<file path="config.mk">
export PLATFORM = sky130hd
export DESIGN_NAME = rdcal_seq
export DESIGN_NICKNAME = d
export VERILOG_FILES = /design/src/rtl/rdcal_pkg.sv /design/src/rtl/rdcal_timer.sv /design/src/rtl/rdcal_burst_chk.sv /design/src/rtl/rdcal_tap.sv /design/src/rtl/rdcal_seq.sv
export SDC_FILE = /design/constraint.sdc
export NUM_CORES = 1
export LEC_CHECK = 0
export CORE_ASPECT_RATIO = 1.25
export CORE_MARGIN = 10
export CORE_UTILIZATION = 40
export DETAILED_ROUTE_END_ITERATION = 6
export DONT_BUFFER_PORTS = 1
export GPL_TIMING_DRIVEN = 0
export REMOVE_ABC_BUFFERS = 1
export SKIP_LAST_GASP = 1
export SYNTH_ARGS = -nofsm -noshare
export SYNTH_HDL_FRONTEND = slang
export SYNTH_HIERARCHICAL = 1
export SYNTH_SLANG_ARGS = --single-unit
</file>
<file path="constraint.sdc">
create_clock -name clk -period 2.25 [get_ports clk]
set_input_delay 0 -clock clk [delete_from_list [all_inputs] [get_ports clk]]
set_output_delay 0 -clock clk [all_outputs]
set_load 0.005 [all_outputs]
</file>
<file path="src/rtl/rdcal_pkg.sv">
package rdcal_pkg;

    localparam int BA_W      = 3;
    localparam int ADDR_W    = 14;
    localparam int BURST_LEN = 8;

    localparam int A_ALLBANK = 10;
    localparam int A_PATMODE = 2;
    localparam int A_BL8     = 12;
    localparam logic [BA_W-1:0] BA_MR3 = 3'b011;

    typedef enum logic [2:0] {
        CMD_NOP = 3'd0,
        CMD_PRE = 3'd1,
        CMD_MRS = 3'd2,
        CMD_RD  = 3'd3,
        CMD_WR  = 3'd4
    } dram_cmd_e;

    typedef enum logic [3:0] {
        S_IDLE, S_PRE, S_W_RP, S_PAT_ON, S_W_ON, S_READ, S_W_RD,
        S_EVAL, S_W_MPRR, S_PAT_OFF, S_W_OFF, S_FIN
    } seq_state_e;

    typedef struct packed {
        dram_cmd_e             cmd;
        logic [BA_W-1:0]       ba;
        logic [ADDR_W-1:0]     addr;
    } cmd_bus_t;

    function automatic int max2(int a, int b);
        return (a > b) ? a : b;
    endfunction

    // expected level of every data bit in beat idx of the pattern burst
    function automatic logic beat_level(int unsigned idx);
        return idx[0];
    endfunction

    // command bus contents issued in a given sequencer state
    function automatic cmd_bus_t cmd_for_state(seq_state_e s);
        cmd_bus_t c;
        c = '{cmd: CMD_NOP, ba: '0, addr: '0};
        case (s)
            S_PRE: begin
                c.cmd = CMD_PRE;
                c.addr[A_ALLBANK] = 1'b1;
            end
            S_PAT_ON: begin
                c.cmd = CMD_MRS;
                c.ba  = BA_MR3;
                c.addr[A_PATMODE] = 1'b1;
            end
            S_READ: begin
                c.cmd = CMD_RD;
                c.addr[A_BL8] = 1'b1;
            end
            S_PAT_OFF: begin
                c.cmd = CMD_MRS;
                c.ba  = BA_MR3;
            end
            default: c = '{cmd: CMD_NOP, ba: '0, addr: '0};
        endcase
        return c;
    endfunction

endpackage

</file>
<file path="src/rtl/rdcal_timer.sv">
module rdcal_timer #(
    parameter int W = 4
) (
    input  logic         clk,
    input  logic         rst,
    input  logic         load,
    input  logic [W-1:0] load_val,
    output logic         expired
);
    logic [W-1:0] cnt;

    always_ff @(posedge clk) begin
        if (rst)
            cnt <= '0;
        else if (load)
            cnt <= load_val;
        else if (cnt != '0)
            cnt <= cnt - 1'b1;
    end

    assign expired = (cnt == '0);
endmodule

</file>
<file path="src/rtl/rdcal_burst_chk.sv">
module rdcal_burst_chk
    import rdcal_pkg::*;
#(
    parameter int DQ_W  = 16,
    parameter int BEATS = BURST_LEN
) (
    input  logic            clk,
    input  logic            rst,
    input  logic            clear,
    input  logic            valid,
    input  logic [DQ_W-1:0] data,
    output logic            pass
);
    localparam int CNT_W = $clog2(BEATS + 1);

    logic [CNT_W-1:0] cnt;
    logic             bad;

    always_ff @(posedge clk) begin
        if (rst || clear) begin
            cnt <= '0;
            bad <= 1'b0;
        end else if (valid) begin
            if (cnt == CNT_W'(BEATS)) begin
                bad <= 1'b1;
            end else begin
                if (data != {DQ_W{beat_level(32'(cnt))}})
                    bad <= 1'b1;
                cnt <= cnt + 1'b1;
            end
        end
    end

    assign pass = (cnt == CNT_W'(BEATS)) && !bad;
endmodule

</file>
<file path="src/rtl/rdcal_tap.sv">
module rdcal_tap #(
    parameter int TAP_W = 4
) (
    input  logic             clk,
    input  logic             rst,
    input  logic             clear,
    input  logic             step,
    output logic [TAP_W-1:0] tap,
    output logic             at_max
);
    always_ff @(posedge clk) begin
        if (rst || clear)
            tap <= '0;
        else if (step && !at_max)
            tap <= tap + 1'b1;
    end

    assign at_max = &tap;
endmodule

</file>
<file path="src/rtl/rdcal_seq.sv">
module rdcal_seq
    import rdcal_pkg::*;
#(
    parameter int TRP   = 6,
    parameter int TMRD  = 4,
    parameter int TMOD  = 12,
    parameter int TMPRR = 2,
    parameter int AL    = 0,
    parameter int CL    = 6,
    parameter int TAP_W = 4,
    parameter int DQ_W  = 16
) (
    input  logic              clk,
    input  logic              rst,
    input  logic              start,
    input  logic              rd_valid,
    input  logic [DQ_W-1:0]   rd_data,
    output logic [2:0]        cmd_o,
    output logic [BA_W-1:0]   ba_o,
    output logic [ADDR_W-1:0] addr_o,
    output logic [TAP_W-1:0]  dly_tap,
    output logic              busy,
    output logic              done,
    output logic              fail
);
    localparam int RL      = AL + CL;
    localparam int T_RP    = max2(TRP, 2);
    localparam int T_MODE  = max2(max2(TMRD, TMOD), 2);
    localparam int T_MPRR  = max2(TMPRR, 2);
    localparam int T_RDWIN = RL + BURST_LEN + 1;
    localparam int T_MAX   = max2(max2(T_RP, T_MODE), max2(T_MPRR, T_RDWIN));
    localparam int TMR_W   = $clog2(T_MAX + 1);

    seq_state_e       st, nxt;
    logic             tmr_ld, tmr_exp;
    logic [TMR_W-1:0] tmr_val;
    logic             tap_clr, tap_step, tap_max;
    logic             chk_clr, chk_pass;
    logic             done_q, fail_q;
    cmd_bus_t         bus;

    rdcal_timer #(.W(TMR_W)) timer_i (
        .clk(clk), .rst(rst), .load(tmr_ld), .load_val(tmr_val), .expired(tmr_exp)
    );

    rdcal_burst_chk #(.DQ_W(DQ_W), .BEATS(BURST_LEN)) burst_i (
        .clk(clk), .rst(rst), .clear(chk_clr), .valid(rd_valid),
        .data(rd_data), .pass(chk_pass)
    );

    rdcal_tap #(.TAP_W(TAP_W)) tap_i (
        .clk(clk), .rst(rst), .clear(tap_clr), .step(tap_step),
        .tap(dly_tap), .at_max(tap_max)
    );

    always_comb begin
        nxt      = st;
        tmr_ld   = 1'b0;
        tmr_val  = '0;
        tap_clr  = 1'b0;
        tap_step = 1'b0;
        chk_clr  = 1'b0;
        case (st)
            S_IDLE: if (start) begin
                nxt     = S_PRE;
                tap_clr = 1'b1;
            end
            S_PRE: begin
                tmr_ld  = 1'b1;
                tmr_val = TMR_W'(T_RP - 2);
                nxt     = S_W_RP;
            end
            S_W_RP:   if (tmr_exp) nxt = S_PAT_ON;
            S_PAT_ON: begin
                tmr_ld  = 1'b1;
                tmr_val = TMR_W'(T_MODE - 2);
                nxt     = S_W_ON;
            end
            S_W_ON:   if (tmr_exp) nxt = S_READ;
            S_READ: begin
                chk_clr = 1'b1;
                tmr_ld  = 1'b1;
                tmr_val = TMR_W'(T_RDWIN - 2);
                nxt     = S_W_RD;
            end
            S_W_RD:   if (tmr_exp) nxt = S_EVAL;
            S_EVAL: begin
                if (chk_pass || tap_max) begin
                    tmr_ld  = 1'b1;
                    tmr_val = TMR_W'(T_MPRR - 2);
                    nxt     = S_W_MPRR;
                end else begin
                    tap_step = 1'b1;
                    nxt      = S_READ;
                end
            end
            S_W_MPRR: if (tmr_exp) nxt = S_PAT_OFF;
            S_PAT_OFF: begin
                tmr_ld  = 1'b1;
                tmr_val = TMR_W'(T_MODE - 2);
                nxt     = S_W_OFF;
            end
            S_W_OFF:  if (tmr_exp) nxt = S_FIN;
            S_FIN:    nxt = S_IDLE;
            default:  nxt = S_IDLE;
        endcase
    end

    always_ff @(posedge clk) begin
        if (rst)
            st <= S_IDLE;
        else
            st <= nxt;
    end

    always_ff @(posedge clk) begin
        if (rst) begin
            done_q <= 1'b0;
            fail_q <= 1'b0;
        end else if (st == S_IDLE && start) begin
            done_q <= 1'b0;
            fail_q <= 1'b0;
        end else if (st == S_FIN) begin
            done_q <= 1'b1;
            fail_q <= !chk_pass;
        end
    end

    assign bus    = cmd_for_state(st);
    assign cmd_o  = bus.cmd;
    assign ba_o   = bus.ba;
    assign addr_o = bus.addr;
    assign busy   = (st != S_IDLE);
    assign done   = done_q;
    assign fail   = fail_q;
endmodule

</file>
==> out/metrics.yaml <==
outcome: "finished clean"
clkTransAtPathRegs_ns: 0.07
crit_chain: "inv_1 -> ha_1 -> nand3b_1 -> nor2_1 -> nor2_2 -> a21o_1 -> a21oi_2 -> or2_2 -> o32ai_1"
first_pass_iters: 4
critPathRequiredTime_ns: 2.42
hold_path_depth: 3
syn_avg_cell_area_um2: 8.44
yosysUniqueCellTypes: 54
die_w_um: 71.8
crit_arrival_ns: 2.20
synth-edff-count: 0
worst_pin_slew_ns: 0.740
cts_tree: "built"
antenna_found_initial: 0
place.gp.congestion: 0.779
grt_pass1_wl_um: 5020
nFillCells: 351
finClkSkew_ns: 0.00330
clock_tree.root_cell: "clkbuf_8"
synth_seq_area_share_pct: 28.4
initialDrtViolationCount: 21
drv_cap: 0
grt_max_degree: 19
cts_buffers: 3
synthCells: 159
port_buffers: 0
post_cts_buffers: 0
synth_area_leader_cell: "dfxtp_1"
antenna_left: 0
setup_viol: 0
final_cell_mix: "dfxtp_1, conb_1, nand2_1"
end_kind: "register"
ys.flop_type: "dfxtp_1"
ys_warn_count: 6
period_minus_slack_ns: 2.03
fin_ws_ns: 0.217
grtUsageTotal_pct: 9.89
vias_per_cell: 5.61
slew_headroom_pct: 50.5
power_mw: 1.04
p_per_area_nw_per_um2: 768
fin_nets: 181
grt-ovfl-total: 0
rr_worst_depth: 9
p_leak_nw: 0.522
finalNonFillerCells: 193
final_layout_size_suffix_gt1_share_pct: 15.4
finalCritPeriodShare_pct: 90.4
ys_seq_elements: 19
cp_max_fo: 7
cts_buffer_depth: 2
crit_family: "simple AND/OR/NAND/NOR gates"
drcViolationCount: 0
die_h_um: 84.7
synth_top_area_share_pct: 28.4
crit_type: "register to register"
start_util_pct: 41.6
dp_hpwl_um: 2370
final_common_cell: "dfxtp_1"
critPathMaxStageDelay_ns: 0.39
hold_violations: 0
finalMaxSlewViolations: 0
io_pins: 47
start_kind: "register"
dpl.cell_count: 187
timing.fmax_mhz: 492
hold_class: "input port to register"
path_buf_inv: 1
routedWlPerCell_um: 15.6
numClockSinks: 19
clk_latency_ns: 0.26
synth-async-reset-ratio_pct: 0
htreeDepth: 1
netlist_top_cells_area: "dfxtp_1, buf_4, nor3_1, ha_1, nand2_1"
routed_wl_um: 3010
vias: 1082
slowest_stage: "dfxtp_2"
utilization_pct: 41.9
syn_area_um2: 1340
place_ws_ns: 0.0366
diodes: 0
cp.depth: 9
peakVddDrop_mv: 0.309
syn_to_final_growth_pct: 0.653
grt_pass1_vias: 1053
whs_ns: 0.0369
dieArea_um2: 6080
rows: 23
core_area_um2: 3220
final timing paths:
| path | endpoint | start | slack, ns |
|---|---|---|---|
| max | timer_i/cnt[3] | burst_i/cnt[0] | 0.22 |
| min | burst_i/cnt[0] | rd_valid | 0.04 |
| max reg2reg | timer_i/cnt[3] | burst_i/cnt[0] | 0.22 |
| min reg2reg | burst_i/bad | burst_i/bad | 0.48 |
flip-flops by register name, summed over array words and instances, names as in the netlist:
name	count
burst_i/bad	1
done	1
tap_i/tap	4
burst_i/cnt	4
timer_i/cnt	4
st	4
fail	1
kinds of logic (layout without fill, tap and decap cells):
group                      Yosys count  in the layout  synth area share (%)
muxes                                2              2                  1.59
other                                1             13                 0.280
DFF                                 19             19                  28.4
buffers and inverters               32             17                  14.6
xor gates and xnor gates             7              7                  4.57
adders and majority gates            4              4                  3.73
and+or+nand+nor                     71             71                  31.9
AOI/OAI and AO/OA                   23             23                  14.9
metal layers:
| layer | part of all wire [%] | global-route usage (%) | up-vias |
|---|---|---|---|
| li1 | - | - | 529 |
| met1 | 35 | 9.33 | 512 |
| met2 | 52 | 18.0 | 36 |
| met3 | 11 | 4.48 | 5 |
| met4 | 1.4 | 3.70 | 0 |
| met5 | 0 | 0 | - |
stage by stage:
step | setup TNS [ns] | area (um2)
after floorplan | 0 | 1230
after global placement | 0 | 1280
after detailed placement | 0 | 1280
after CTS | 0 | 1340
after global routing | -0.00283 | 1350
final | 0 | 1350
report_power, final:
group / switching (mW) / leakage (nW) / internal (mW) / total, mW
Clock: 0.113 / 0.0228 / 0.126 / 0.238
Sequential: 0.0740 / 0.155 / 0.381 / 0.455
Combinational: 0.174 / 0.344 / 0.169 / 0.343
Total: 0.360 / 0.522 / 0.676 / 1.04
worst register-to-register path: cells and delay by family (launching register included):
kind / cells / cell delay (ns)
buffers and inverters: 1 / 0.09
AO/OA/AOI/OAI: 3 / 0.48
adder cells (fa/ha/maj): 1 / 0.20
AND/OR/NAND/NOR: 4 / 0.80
flip-flops: 1 / 0.39
synth_stat cells (all sizes together), types with 2 or more instances:
master	number
and2	2
nor2b	5
dfxtp	19
o211ai	4
a21oi	4
nor2	11
nor3b	2
ha	4
o22ai	2
xor2	3
nand4	6
nand2	12
nand4b	2
xnor2	4
or3	2
inv	11
a2111oi	2
o21ai	3
nand3	4
buf	20
nor3	13
nor4	4
timing repair:
| item | 4_1_cts | 5_1_grt |
|---|---|---|
| resized for setup | 0 | 4 |
| endpoints found under the setup margin | 0 | 8 |
| endpoints found under the hold margin | 17 | 0 |
| hold buffers | 2 | 0 |
cell type report:
| type | instances | area [um2] | area share, % |
|---|---|---|---|
| clock buffers | 4 | 45.0 | 3.34 |
| inverters | 11 | 41.3 | 3.06 |
| multi-input cells | 120 | 816 | 60.4 |
| flip-flops and latches | 19 | 382 | 28.3 |
| well taps | 37 | 46.3 | 3.43 |
| repair buffers | 2 | 20.0 | 1.48 |
No activity file was read; power rests on OpenSTA's default activity.
